==> src/rtl/range_perm_check.sv <==
module range_perm_check #(
  parameter int NR   = 4,
  parameter int AW   = 32,
  parameter int PIDW = 8
) (
  input  logic            clk,
  input  logic            rst_n,
  input  logic [NR*AW-1:0] cfg_start,
  input  logic [NR*AW-1:0] cfg_end,
  input  logic [NR*32-1:0] cfg_attr,
  input  logic            cfg_assume_allow,
  input  logic            req_valid,
  input  logic [AW-1:0]   req_addr,
  input  logic [PIDW-1:0] req_pid,
  input  logic            req_super,
  input  logic            req_secure,
  input  logic            req_debug,
  input  logic [1:0]      req_kind,
  input  logic            req_cache_rd,
  output logic            rsp_valid,
  output logic            rsp_allow,
  output logic [5:0]      rsp_fault,
  output logic [7:0]      rsp_perm
);
  localparam int PG = 10;

  logic [NR-1:0] hit, pass;
  logic [7:0]    pbits [NR];
  logic [5:0]    need;
  logic [7:0]    merged;
  logic          allow_c;
  logic [7:0]    perm_c;
  wire           pid_low = (req_pid >> 4) == '0;
  wire           unused_addr = ^req_addr[PG-1:0];

  always_comb begin
    unique case (req_kind)
      2'd0:    need = req_super ? 6'b100000 : 6'b000100;
      2'd1:    need = req_super ? 6'b010000 : 6'b000010;
      default: need = req_super ? 6'b001000 : 6'b000001;
    endcase
  end

  for (genvar i = 0; i < NR; i++) begin : g_rng
    wire [AW-1:0] s = cfg_start[i*AW +: AW];
    wire [AW-1:0] e = cfg_end[i*AW +: AW];
    wire [31:0]   a = cfg_attr[i*32 +: 32];
    wire [15:0]   aid = a[25:10];
    wire          unused_lo = ^{s[PG-1:0], e[PG-1:0], a[31:26], a[8]};
    wire          id_ok  = pid_low ? aid[req_pid[3:0]] : a[9];
    wire          lvl_ok = a[7] | (req_debug ? a[6] : req_secure);
    wire          typ_ok = req_debug | (|(a[5:0] & need));
    assign hit[i]  = (req_addr[AW-1:PG] >= s[AW-1:PG]) && (req_addr[AW-1:PG] <= e[AW-1:PG]);
    assign pass[i] = ~(hit[i] & id_ok) | (lvl_ok & typ_ok);
    assign pbits[i] = a[7:0];
  end

  always_comb begin
    merged = 8'hFF;
    for (int i = 0; i < NR; i++)
      if (hit[i]) merged = merged & pbits[i];
  end

  assign allow_c = (|hit) ? (&pass) : cfg_assume_allow;
  assign perm_c  = (allow_c && req_cache_rd && req_kind == 2'd0) ? merged : 8'h00;

  always_ff @(posedge clk) begin
    if (!rst_n || !req_valid) begin
      rsp_valid <= 1'b0;
      rsp_allow <= 1'b0;
      rsp_fault <= '0;
      rsp_perm  <= '0;
    end else begin
      rsp_valid <= 1'b1;
      rsp_allow <= allow_c;
      rsp_fault <= allow_c ? 6'b000000 : need;
      rsp_perm  <= perm_c;
    end
  end
endmodule

==> config.mk <==
export PLATFORM = sky130hd
export DESIGN_NAME = range_perm_check
export DESIGN_NICKNAME = d
export VERILOG_FILES = /design/src/rtl/range_perm_check.sv
export SDC_FILE = /design/constraint.sdc
export NUM_CORES = 1
export LEC_CHECK = 0
export BUFFER_PORTS_ARGS = -buffer_cell sky130_fd_sc_hd__buf_2
export CORE_AREA = 2 2 175 177
export DETAILED_ROUTE_END_ITERATION = 8
export DIE_AREA = 0 0 177 179
export PLACE_DENSITY = 0.54
export SLEW_MARGIN = 20
export SYNTH_ARGS = -nofsm -noshare
export SYNTH_HDL_FRONTEND = slang
export SYNTH_SLANG_ARGS = --single-unit
==> constraint.sdc <==
create_clock -name clk -period 2.7 [get_ports clk]
set_input_delay 0.135 -clock clk [delete_from_list [all_inputs] [get_ports clk]]
set_output_delay 0.135 -clock clk [all_outputs]
set_load 0.05 [all_outputs]
# Word level (Yosys, flattened, before mapping)
# Index checks and enable logic that the tools add are counted.
[word_totals] register_bits=16 input_bits=434
[op_classes] order_cmp=9 n_eq_ne=1 n_mux=26 bitwise=32 n_reduce_logical=19
[ops] cell="22-bit >= comparator" n=4
[ops] cell="22-bit <= comparator" n=4
[ops] cell="8-bit two-way mux" n=4
[ops] cell="6-bit bitwise AND" n=4
[ops] cell="8-bit bitwise AND" n=3
[ops] cell="6-bit OR reduction" n=4
[ops] cell="1-bit binary-select mux with 4-bit select" n=4
[ops] cell="1-bit two-way mux" n=14
[ops] cell="1-bit OR" n=12
[ops] cell="6-bit one-hot mux with 2 select lines" n=1
[ops] cell="1-bit bitwise AND" n=8
[ops] cell="8-bit zero test" n=1
[ops] cell="1-bit logical AND" n=6
[ops] cell="6-bit two-way mux" n=1
[ops] cell="4-bit by 5-bit less-than comparator with 1-bit output, second input constant" n=1
[ops] cell="5-bit two-way mux" n=1
[ops] cell="1-bit inverter" n=5
[ops] cell="4-bit two-way mux" n=1
[ops] cell="4-bit AND reduction" n=1
[ops] cell="2-bit OR reduction" n=2
[ops] cell="4-bit OR reduction" n=1
[ops] cell="2-bit by 1-bit equality test with 1-bit output, second input constant" n=1
[ops] cell="1-bit zero test" n=2
[ops] cell="2-bit zero test" n=1
[ops] cell="1-bit logical OR" n=1

# Depth between registers and ports, before layout
# Gate-level depths: netlist of run 1.
[logic_depth] ltp_word=13 depth_mapped=13 depth_no_buf=11

# Least setup slack after synthesis of run 1
# OpenSTA, ideal clock, no wires.
[synth_timing] kind="input -> register" from="in req_addr[10]" to="reg rsp_perm[1]" setup_ps=60 arrival_time_ps=2614 slack_ps=27 cell_stages=12 path_cell_list="inv_1 ha_1 inv_1 a21oi_1 o221ai_1 a221o_1 a2111oi_0 o22ai_2 and3_1 nor4_4 buf_6 and3_1"
[synth_between] elab_chain_len=11 elab_cells_between_ends=38 cone_classes="order compare: 8; mux: 5; bitwise: 16; reduce/logical: 9"
[synth_lines] item="start: declaration" line="13" rtl="input logic [AW-1:0] req_addr,"
[synth_lines] item="22-bit >= comparator or 22-bit <= comparator (tied branches)" line="53" rtl="assign hit[i] = (req_addr[AW-1:PG] >= s[AW-1:PG]) && (req_addr[AW-1:PG] <= e[AW-1:PG]);"
[synth_lines] item="1-bit logical AND" line="53"
[synth_lines] item="1-bit bitwise AND" line="54" rtl="assign pass[i] = ~(hit[i] & id_ok) | (lvl_ok & typ_ok);"
[synth_lines] item="1-bit inverter" line="54"
[synth_lines] item="1-bit OR" line="54"
[synth_lines] item="4-bit AND reduction" line="64" rtl="assign allow_c = (|hit) ? (&pass) : cfg_assume_allow;"
[synth_lines] item="1-bit two-way mux" line="64"
[synth_lines] item="1-bit logical AND (2 in a row)" line="65" rtl="assign perm_c = (allow_c && req_cache_rd && req_kind == 2'd0) ? merged : 8'h00;"
[synth_lines] item="1-bit inverter (no source line)"
[synth_lines] item="2-bit OR reduction (no source line)"
[synth_lines] item="end signal: assignment" line="77" rtl="rsp_perm <= perm_c;"
[synth_lines] item="end: declaration" line="23" rtl="output logic [7:0] rsp_perm"
# Parallel ways exist; a longest one is shown, timed or not.
# A chain may end at the register's enable or synchronous reset.

# Worst setup path after layout of run 1
[layout_timing] from="in req_addr[29]" to="reg rsp_allow"
[layout_between] elab_chain_len=7 elab_cells_between_ends=27 cone_classes="order compare: 8; mux: 1; bitwise: 12; reduce/logical: 6"
[layout_lines] item="22-bit >= comparator or 22-bit <= comparator (tied branches)" line="53"
[layout_lines] item="1-bit logical AND" line="53"
[layout_lines] item="1-bit bitwise AND" line="54"
[layout_lines] item="1-bit inverter" line="54"
[layout_lines] item="1-bit OR" line="54"
[layout_lines] item="4-bit AND reduction" line="64"
[layout_lines] item="1-bit two-way mux *" line="64"
[layout_lines] item="end signal: assignment" line="75" rtl="rsp_allow <= allow_c;"
[layout_lines] item="end: declaration" line="21" rtl="output logic rsp_allow,"
# Every way passes the cells marked *; elsewhere a longest branch is shown, timed or not.

==> results of run 1 <==
synthesized netlist by cell type, types with 3 or more instances:
master                      number  area [µm²]
sky130_fd_sc_hd__a21boi_0        4        30.0
sky130_fd_sc_hd__nand3_1        21         105
sky130_fd_sc_hd__o22ai_1         9        56.3
sky130_fd_sc_hd__nand2_1        43         161
sky130_fd_sc_hd__o221ai_1        7        61.3
sky130_fd_sc_hd__nor3b_1         4        30.0
sky130_fd_sc_hd__mux4_1          5         131
sky130_fd_sc_hd__a21oi_1        66         330
sky130_fd_sc_hd__clkbuf_1        5        18.8
sky130_fd_sc_hd__dfxtp_1        16         320
sky130_fd_sc_hd__o21ai_0        22         110
sky130_fd_sc_hd__ha_1          176        2200
sky130_fd_sc_hd__nor2b_1         5        31.3
sky130_fd_sc_hd__nor2_1         39         146
sky130_fd_sc_hd__mux4_2         18         405
sky130_fd_sc_hd__nand2b_1        6        37.5
sky130_fd_sc_hd__inv_1         176         661
sky130_fd_sc_hd__nor3_1         17        85.1
sky130_fd_sc_hd__mux2i_1         4        40.0
sky130_fd_sc_hd__nor4_1          3        18.8
sky130_fd_sc_hd__a21o_1         18         135
sky130_fd_sc_hd__nand4_1        28         175
sky130_fd_sc_hd__a2111oi_0       3        26.3
sky130_fd_sc_hd__a211oi_1        7        52.6
sky130_fd_sc_hd__and3_1          7        43.8
sky130_fd_sc_hd__mux2_2          3        33.8
state kept, by name (all words and copies together) (netlist names):
name       flops
rsp_perm       8
rsp_fault      6
rsp_allow      1
rsp_valid      1
tightest hold or removal path, cell delays in order:
cell and delay (ns):
sky130_fd_sc_hd__buf_2 0.07, sky130_fd_sc_hd__nand2_1 0.12, sky130_fd_sc_hd__inv_1 0.11
area by class of cell:
class | instances | area (µm²)
Antenna cell | 4 | 10.0
Clock buffer | 4 | 88.8
Fill cell | 3278 | 21000
Inverter | 176 | 661
Multi-Input combinational cell | 552 | 5040
Sequential cell | 16 | 320
Tap cell | 396 | 495
Timing Repair Buffer | 424 | 2430
through the flow:
step | area, µm² | utilization (%) | worst slack, ns | setup TNS [ns] | hold WS [ns]
3_3_place_gp | 8640 | 28.8 | -0.544 | -7.68 | 0.476
5_1_grt | 9040 | 30.1 | -0.00525 | -0.00525 | 0.266
2_1_floorplan | 5830 | - | 0.0265 | 0 | 0.311
6_report | 9040 | 30.1 | 0.0877 | 0 | 0.233
3_5_place_dp | 8640 | 28.8 | -0.577 | -8.12 | 0.495
4_1_cts | 8850 | 29.5 | 0.00142 | 0 | 0.236
cell families (layout without fill, tap and decap cells):
family,Yosys count,after routing,share of synthesized area (%)
AOI/OAI and AO/OA,159,159,17.3
adders and majority gates,176,176,37.8
buffers and inverters,186,604,12.5
DFF,16,16,5.50
muxes,30,30,10.5
other,0,4,0
and+or+nand+nor,187,187,16.4
power breakdown:
group	internal (mW)	switching (mW)	leakage (nW)	total, mW
clock	0.225	0.0894	0.0442	0.314
sequential	0.242	0.00187	0.130	0.244
combinational	0.669	0.680	5.02	1.35
timing repair:
| item | 4_1_cts | 5_1_grt |
|---|---|---|
| setup buffers | 1 | 2 |
| setup endpoints to repair | 15 | 15 |
| cloned | 1 | 0 |
| resized for setup | 24 | 34 |
| pin swaps | 6 | 17 |
routing by layer:
metal	wire length (µm)	up-vias	global-route usage (%)
met4	291	2	1.62
li1	-	3552	-
met1	13200	3138	24.1
met5	13	-	0
met2	12400	205	26.2
met3	1120	23	0.785
how the worst min path moves through the flow:
stage / start / cells past startpoint / endpoint / slack, ns
4_1_cts: req_valid / 3 / rsp_valid$_DFF_P_ / 0.24
3_3_place_gp: req_valid / 3 / rsp_valid$_DFF_P_ / 0.48
5_1_grt: req_valid / 3 / rsp_valid$_DFF_P_ / 0.27
2_1_floorplan: req_valid / 2 / rsp_valid$_DFF_P_ / 0.31
3_5_place_dp: req_valid / 3 / rsp_valid$_DFF_P_ / 0.49
6_report: req_valid / 3 / rsp_valid$_DFF_P_ / 0.23
==> implementation parameters, run 1 <==
Parameter                              Value

Status
  Outcome ... finished, final reports clean

Worst setup path
  Most numerous cell on the critical path ... sky130_fd_sc_hd__buf_4
  Endpoint class of the critical path ... register
  Top cell family by delay on the critical path ... compound AO/OA/AOI/OAI gates
  Critical path launch point ... req_addr[29]
  Critical path arrival ... between 2 and 3 ns
  Delay of the slowest cell on the worst path ... ~0.37 ns
  Critical-path top delay cell ... sky130_fd_sc_hd__a2111oi_2
  Critical Path Source Type ... input port
  Critical Path Sink ... rsp_allow$_SDFF_PN0_
  Count of cell instances traversed by the critical path ... 13
  Combined buffer and inverter count along the critical path ... 4
  Crit path cell chain ... buf_2, buf_4, ha_1, a21o_1, a21oi_1, nor2b_1, a2111oi_2, a22o_2, buf_6, o22ai_2, nor4_4, buf_4, and2_4
  Type of the worst setup path ... in -> reg
  Maximum fanout count along the critical path ... 7
  Required arrival time at the worst endpoint ... between 2 and 3 ns

Power and ir drop
  Power density of the placed cells ... between 200 and 250 nW/µm²
  Max IR drop VDD ... between 150 and 200 µV
  LEAKAGE ... 5.20 nW
  Overall power of the completed layout ... around 1.9 mW

Clock network
  Cell at the root of the clock tree ... sky130_fd_sc_hd__clkbuf_16
  H-tree depth ... 1
  TritonCTS Buffers ... 3
  Clock sinks ... 16
  CTS Hold Bufs ... 0
  TritonCTS clock tree ... built
  Maximum count of clock buffers along a single path ... 2
  Worst-path clk slew ... approximately 0.050 ns

Floorplan
  Core footprint ... roughly 30000 µm²
  Row count ... 64
  X dimension of the die ... 177 µm
  Total Die Area ... ~32000 µm²
  Ports placed on the boundary ... 450
  Initial core utilization ... roughly a fifth
  Die extent in y ... around 180 µm

Timing
  Worst Max-Slew Pin Slew ... approximately 0.75 ns
  Hold Vio Cnt, Final ... 0
  Setup Viol. Count Final ... 0
  Peak clock frequency supported by timing ... 0.383 GHz
  Time the worst path needs with I/O delays and setup ... ~2.6 ns
  Fraction of the cycle the final worst path needs ... a little over nine tenths
  Worst slew margin relative to its limit ... around half
  Number of slew-limit violations in the final report ... 0

Global route
  Number of global-route vias before repair ... roughly 7000
  Global router's overall resource usage ... ~16%
  Global-route wire length before repair ... a little under 40 mm
  Antenna violations before repair ... 2
  GRT Residual Overflow ... 0
  Maximum number of pins on one net before global-route repair ... 17

Synthesis
  Yosys warns ... 0
  Portion of the post-synthesis area used by sequential elements ... 5.50%
  #FFs+latches synth ... 16
  Combined area of all synthesized cells ... 5830 µm²
  Count of distinct cell types in the synthesized netlist ... 55
  Net count of the mapped netlist ... about 1400
  Main synth FF type ... sky130_fd_sc_hd__dfxtp_1
  Cell count after synthesis ... approximately 750
  Average cell area after synthesis ... between 7 and 8 µm²
  Post-synthesis async set-or-reset flop share ... 0%
  Count of flip-flops with a built-in enable after synthesis ... 0

Run
  Max-Cap Viols ... 0

Drt
  Via density ... 4.40
  DRC violation count after routing ... 0
  Number of vias in the routed layout ... a little under 7000
  DRT iter0 DRCs ... roughly 240
  Post-route ant nets ... 0
  Wire length per cell ... between 15 and 20 µm
  Number of iterations in the first detailed-routing pass ... 5
  Aggregate routed wire length ... ~27 mm

Finish
  Number of cells in the finished layout apart from fillers ... between 1500 and 2000
  Most common library cell in the layout ignoring fill and taps ... sky130_fd_sc_hd__buf_2
  Area grow syn2layout ... 55.2%
  Commonest non-fill, non-tap cells in the layout ... sky130_fd_sc_hd__buf_2 (328), sky130_fd_sc_hd__inv_1 (176), sky130_fd_sc_hd__ha_1 (172), sky130_fd_sc_hd__buf_4 (88), sky130_fd_sc_hd__a21oi_1 (60)
  Share of layout cells above drive strength 1 ... a little over two fifths
  Nets ... around 1800

Placement
  Post-detailed-placement half-perimeter wirelength ... about 25 mm
  Instance count after placement with tap cells included ... 1561
  Number of input and output port buffers inserted ... 331
  Routability cong. ... about 0.9

Min path
  Hold crit path type ... in -> reg
Note: power is estimated with default switching activity, not from simulation.
==> run 2: changes to the inputs <==
--- a/config.mk
+++ b/config.mk
@@ -9,7 +9,6 @@
 export CORE_AREA = 2 2 175 177
 export DETAILED_ROUTE_END_ITERATION = 8
 export DIE_AREA = 0 0 177 179
-export PLACE_DENSITY = 0.54
 export SLEW_MARGIN = 20
 export SYNTH_ARGS = -nofsm -noshare
 export SYNTH_HDL_FRONTEND = slang
==> implementation parameters, run 2 (synthesis gave the netlist of run 1 again) <==
Parameter                              Value

Timing
  Number of slew-limit violations in the final report ... 0
  Fraction of the cycle the final worst path needs ... a little under 100%
  Time the worst path needs with I/O delays and setup ... between 2 and 3 ns
  Peak clock frequency supported by timing ... around 0.38 GHz
  Worst Max-Slew Pin Slew ... roughly 0.49 ns
  Setup TNS ... 0 ns
  Setup Viol. Count Final ... 0
  Worst slew margin relative to its limit ... roughly two thirds
  Hold Vio Cnt, Final ... 0

Global route
  GRT Residual Overflow ... 0
  Met2 demand-to-capacity share in global routing ... around a quarter
  GRT busiest layer ... met2
  Antenna violations before repair ... 5
  Global Route met1 Usage ... a little under a quarter
  Met3 routing resource usage after global routing ... 1.02%
  Maximum number of pins on one net before global-route repair ... 17
  Global router's overall resource usage ... roughly 16%
  Number of global-route vias before repair ... approximately 6800
  Global-route wire length before repair ... 37.6 mm

Drt
  Number of vias in the routed layout ... 6888
  Number of iterations in the first detailed-routing pass ... 4
  Via density ... about 4.4
  Post-route ant nets ... 0
  Aggregate routed wire length ... ~26 mm
  Wire length per cell ... around 17 µm
  DRC violation count after routing ... 0
  DRT iter0 DRCs ... 269

Clock network
  H-tree depth ... 1
  TritonCTS Buffers ... 3
  Worst-path clk slew ... approximately 0.05 ns
  TritonCTS clock tree ... built
  Cell at the root of the clock tree ... sky130_fd_sc_hd__clkbuf_16
  Maximum count of clock buffers along a single path ... 2
  Clock sinks ... 16
  CTS Hold Bufs ... 0

Run
  Max-Cap Viols ... 0

Worst setup path
  Crit path cell chain ... buf_6, buf_4, ha_4, nand2_2, nor2_2, a211oi_2, o31ai_1, or4_4, o22ai_4, nor3b_2, buf_4, nor4_4, buf_6, and3_2
  Delay of the slowest cell on the worst path ... approximately 0.58 ns
  Combined buffer and inverter count along the critical path ... 4
  Maximum fanout count along the critical path ... 8
  Endpoint class of the critical path ... register
  Critical Path Source Type ... input port
  Critical-path top delay cell ... sky130_fd_sc_hd__or4_4
  Top cell family by delay on the critical path ... simple AND/OR/NAND/NOR gates
  Critical path arrival ... about 2.8 ns
  Required arrival time at the worst endpoint ... between 2 and 3 ns
  Type of the worst setup path ... in -> reg

Finish
  Top reg by flops ... rsp_perm
  Share of layout cells above drive strength 1 ... 41.1%
  Most common library cell in the layout ignoring fill and taps ... sky130_fd_sc_hd__buf_2
  Area grow syn2layout ... 53.0%
  Largest registers ranked by flip-flop count ... rsp_perm x8, rsp_fault x6
  Final core utilization ... 29.7%
  Nets ... 1768
  Largest register FFs ... 8
  Number of fillers in the final layout ... 3275
  Post-route cell area ... approximately 8900 µm²
  Area used by multi-input combinational logic ... between 5000 and 6000 µm²
  Number of cells in the finished layout apart from fillers ... between 1500 and 2000
  Area taken by flip-flops and latches ... roughly 320 µm²
  Commonest non-fill, non-tap cells in the layout ... sky130_fd_sc_hd__buf_2 (326), sky130_fd_sc_hd__inv_1 (175), sky130_fd_sc_hd__ha_1 (168), sky130_fd_sc_hd__buf_4 (75), sky130_fd_sc_hd__a21oi_1 (62)

Placement
  Instance count after placement with tap cells included ... 1544
  Placement Cell Area ... 8480 µm²
  Routability cong. ... between 0.9 and 1
  Post-detailed-placement half-perimeter wirelength ... about 24 mm
  Number of input and output port buffers inserted ... about 330

Floorplan
  X dimension of the die ... ~180 µm
  Ports placed on the boundary ... 450
  Die extent in y ... around 180 µm
  Total Die Area ... around 32000 µm²
  Row count ... 64
  Initial core utilization ... between 10% and 20%
  Core footprint ... ~30000 µm²

Min path
  Hold crit path type ... in -> reg

Power and ir drop
  LEAKAGE ... 5.13 nW
  Max IR drop VDD ... 215 µV
  Switching component of the power ... around 0.76 mW
  Clock network power share ... between 15 and 20%
  Sw frac ... about two fifths
  Part of the power in registers ... between 10% and 20%
  Power density of the placed cells ... roughly 210 nW/µm²
  Internal power ... 1.12 mW
  Part of the power in combinational logic ... between 70% and 80%
  Overall power of the completed layout ... ~1.9 mW

Status
  Outcome ... finished, final reports clean
run 2: metal layers:
| metal | wire length (µm) | part of all wire, % |
|---|---|---|
| met1 | 12500 | 47 |
| met2 | 12300 | 47 |
| met3 | 1230 | 4.6 |
| met4 | 359 | 1.4 |
| met5 | 0 | 0 |
run 2: cell type report:
class | instances | area share (%)
diodes | 6 | 0.168
multi-input cells | 552 | 56.5
repair buffers | 409 | 25.8
clock buffers | 4 | 0.996
flip-flops and latches | 16 | 3.59
well taps | 396 | 5.55
inverters | 176 | 7.41
run 2: path summary, 6_finish.rpt:
check                    start                endpoint  depth (start not counted)
hold / removal       req_valid       rsp_valid$_DFF_P_                          3
setup / recovery  req_addr[23]  rsp_perm[4]$_SDFF_PP0_                         14
run 2: through the flow:
stage | hold WS (ns) | worst slack (ns)
after detailed placement | 0.473 | -0.526
after floorplan | 0.311 | 0.0265
after CTS | 0.219 | 0.00371
after global placement | 0.477 | -0.487
after global routing | 0.260 | -0.00720
final | 0.233 | 0.0888
run 2: power groups by stage:
stage	Combinational, mW	Clock (mW)	Sequential [mW]
CTS	1.27	0.319	0.245
finish	1.32	0.314	0.245
floorplan	0.623	0	0.268
detailed placement	1.23	0	0.250
global placement	1.21	0	0.250
global route	1.48	0.327	0.245
run 2: timing repair:
item,4_1_cts,5_1_grt
endpoints found under the setup margin,15,15
buffers inserted,1,4
pin swaps,8,17
cloned,1,0
gates resized for setup,18,41
==> run 3: changes to the inputs <==
==> constraint.sdc (replaced) <==
create_clock -name clk -period 2.7 [get_ports clk]
set_input_delay 0.405 -clock clk [delete_from_list [all_inputs] [get_ports clk]]
set_output_delay 0.405 -clock clk [all_outputs]
set_load 0.05 [all_outputs]
==> implementation parameters, run 3 (synthesis gave the netlist of run 1 again) <==
Parameter                              Value

Status
  Outcome ... finished, violations left
  Violated checks ... setup timing

Timing
  Setup ws final ... -0.0629 ns
  Setup Viol. Count Final ... 15
  Hold Vio Cnt, Final ... 0
  Worst Max-Slew Pin Slew ... approximately 0.52 ns
  Time the worst path needs with I/O delays and setup ... ~2.8 ns
  Number of slew-limit violations in the final report ... 0
  Fraction of the cycle the final worst path needs ... 102%
  Worst slew margin relative to its limit ... around two thirds
  Peak clock frequency supported by timing ... about 0.36 GHz
  Unrepaired setup endpoints after global routing ... yes

Placement
  Routability cong. ... about 0.95
  Post-detailed-placement half-perimeter wirelength ... ~24 mm
  Post-place setup slack ... -0.859 ns
  Number of input and output port buffers inserted ... around 330

Power and ir drop
  Sw frac ... around two fifths
  Part of the power in combinational logic ... between 70 and 80%
  LEAKAGE ... between 5 and 6 nW
  Part of the power in registers ... about an eighth
  Switching component of the power ... 0.814 mW
  Internal power ... around 1.2 mW
  Clock network power share ... between 15 and 20%
  Max IR drop VDD ... around 130 µV
  Power density of the placed cells ... 211 nW/µm²
  Overall power of the completed layout ... 2.01 mW

Global route
  Met3 routing resource usage after global routing ... roughly 2.4%
  Global-route wire length before repair ... a little under 40 mm
  Antenna violations before repair ... 10
  Maximum number of pins on one net before global-route repair ... 15
  Global Route met1 Usage ... between 20% and 30%
  Number of global-route vias before repair ... approximately 7100
  GRT busiest layer ... met2
  Met2 demand-to-capacity share in global routing ... about a quarter
  Global router's overall resource usage ... 16.0%
  GRT Residual Overflow ... 0

Clock network
  H-tree depth ... 1
  Clock sinks ... 16
  Maximum count of clock buffers along a single path ... 2
  TritonCTS Buffers ... 3
  Worst-path clk slew ... about 0.050 ns
  CTS Hold Bufs ... 0
  TritonCTS clock tree ... built
  Cell at the root of the clock tree ... sky130_fd_sc_hd__clkbuf_16

Finish
  Number of fillers in the final layout ... about 3200
  Largest register FFs ... 8
  Largest registers ranked by flip-flop count ... rsp_perm x8, rsp_fault x6
  Most common library cell in the layout ignoring fill and taps ... sky130_fd_sc_hd__buf_2
  Area taken by flip-flops and latches ... 320 µm²
  Top reg by flops ... rsp_perm
  Commonest non-fill, non-tap cells in the layout ... sky130_fd_sc_hd__buf_2 (316), sky130_fd_sc_hd__inv_1 (176), sky130_fd_sc_hd__ha_1 (155), sky130_fd_sc_hd__buf_4 (91), sky130_fd_sc_hd__a21oi_1 (58)
  Area grow syn2layout ... 63.1%
  Share of layout cells above drive strength 1 ... roughly 45%
  Area used by multi-input combinational logic ... 5330 µm²
  Nets ... between 1500 and 2000

Worst setup path
  Required arrival time at the worst endpoint ... slightly below 3 ns
  Delay of the slowest cell on the worst path ... 0.43 ns
  Crit path cell chain ... buf_2, buf_4, ha_1, and4_1, buf_4, nand3_1, nor3_2, a2111oi_2, a22o_4, buf_4, o22ai_2, nor4_4, buf_4, and2_4
  Combined buffer and inverter count along the critical path ... 5
  Critical Path Source Type ... input port
  Critical-path top delay cell ... sky130_fd_sc_hd__a2111oi_2
  Endpoint class of the critical path ... register
  Most numerous cell on the critical path ... sky130_fd_sc_hd__buf_4
  Maximum fanout count along the critical path ... 7
  Top cell family by delay on the critical path ... simple AND/OR/NAND/NOR gates
  Type of the worst setup path ... in -> reg
  Critical path arrival ... slightly below 3 ns

Drt
  Via density ... 4.46
  Aggregate routed wire length ... 26.7 mm
  Post-route ant nets ... 0
  DRT iter0 DRCs ... ~370
  Number of iterations in the first detailed-routing pass ... 4
  DRC violation count after routing ... 0
  Wire length per cell ... about 17 µm
  Number of vias in the routed layout ... slightly above 7000

Min path
  Hold crit path type ... in -> reg
  Worst hold stages ... 3
  Hold path startpoint ... req_valid
  Worst hold path endpoint ... rsp_valid$_DFF_P_

Floorplan
  Die extent in y ... approximately 180 µm
  Row count ... 64
  Initial core utilization ... about a fifth
  X dimension of the die ... 177 µm
  Total Die Area ... ~32000 µm²
  Core footprint ... ~30000 µm²
  Ports placed on the boundary ... 450

Run
  Max-Cap Viols ... 0
==> run 3: changes by cell type in the layout (fill, tap and decap cells not counted), sizes merged <==
cell and delta:
diode +1, buf +22
==> run 3: timing repair <==
action	in CTS	in global routing
endpoints found under the setup margin	15	15
setup buffers	6	4
gates resized for setup	90	18
pin swaps	40	12
gates cloned	1	0
==> run 3: through the flow <==
stage / setup TNS, ns / cell area [µm²] / utilization [%] / hold WS, ns / instances
2_1_floorplan: -0.130 / 5910 / - / 0.581 / 754
3_3_place_gp: -10.05 / 8780 / 29.2 / 0.739 / 1568
3_5_place_dp: -11.33 / 8780 / 29.2 / 0.740 / 1568
4_1_cts: 0 / 9350 / 31.1 / 0.496 / 1571
5_1_grt: -2.88 / 9500 / 31.7 / 0.528 / 1581
6_report: -0.416 / 9510 / 31.7 / 0.503 / 1582
==> run 3: worst max-delay path by stage <==
stage	from	endpoint	slack [ns]	depth (start not counted)
6_report	req_addr[12]	rsp_allow$_SDFF_PN0_	-0.06	14
5_1_grt	req_addr[19]	rsp_allow$_SDFF_PN0_	-0.22	12
4_1_cts	req_addr[29]	rsp_fault[0]$_SDFF_PP0_	0.001	13
3_5_place_dp	req_addr[15]	rsp_fault[0]$_SDFF_PP0_	-0.86	14
3_3_place_gp	req_addr[15]	rsp_fault[0]$_SDFF_PP0_	-0.76	14
2_1_floorplan	req_pid[0]	rsp_perm[1]$_SDFF_PP0_	-0.03	10
==> run 3: area by class of cell <==
cell class	count	area share [%]
Clock buffer	4	0.934
Timing Repair Buffer	431	27.3
Tap cell	396	5.21
Inverter	176	6.95
Sequential cell	16	3.37
Antenna cell	7	0.184
Multi-Input combinational cell	552	56.0
==> run 3: power groups by stage <==
stage               clock network [mW]  logic (mW)  registers [mW]
floorplan                            0       0.641           0.268
global placement                     0        1.28           0.249
detailed placement                   0        1.30           0.249
CTS                              0.323        1.41           0.244
global route                     0.330        1.60           0.244
finish                           0.319        1.44           0.244
==> run 3: worst min-delay path: stages <==
cell and delay (ns):
sky130_fd_sc_hd__buf_2 0.07, sky130_fd_sc_hd__nand2_1 0.13, sky130_fd_sc_hd__inv_1 0.11
==> run 3: layer usage <==
metal | share of wire (%) | up-vias | wire, µm
met5 | 0.15 | - | 41
met3 | 5.7 | 49 | 1520
met4 | 2.8 | 6 | 737
met2 | 46 | 247 | 12200
met1 | 46 | 3183 | 12200
li1 | - | 3569 | -
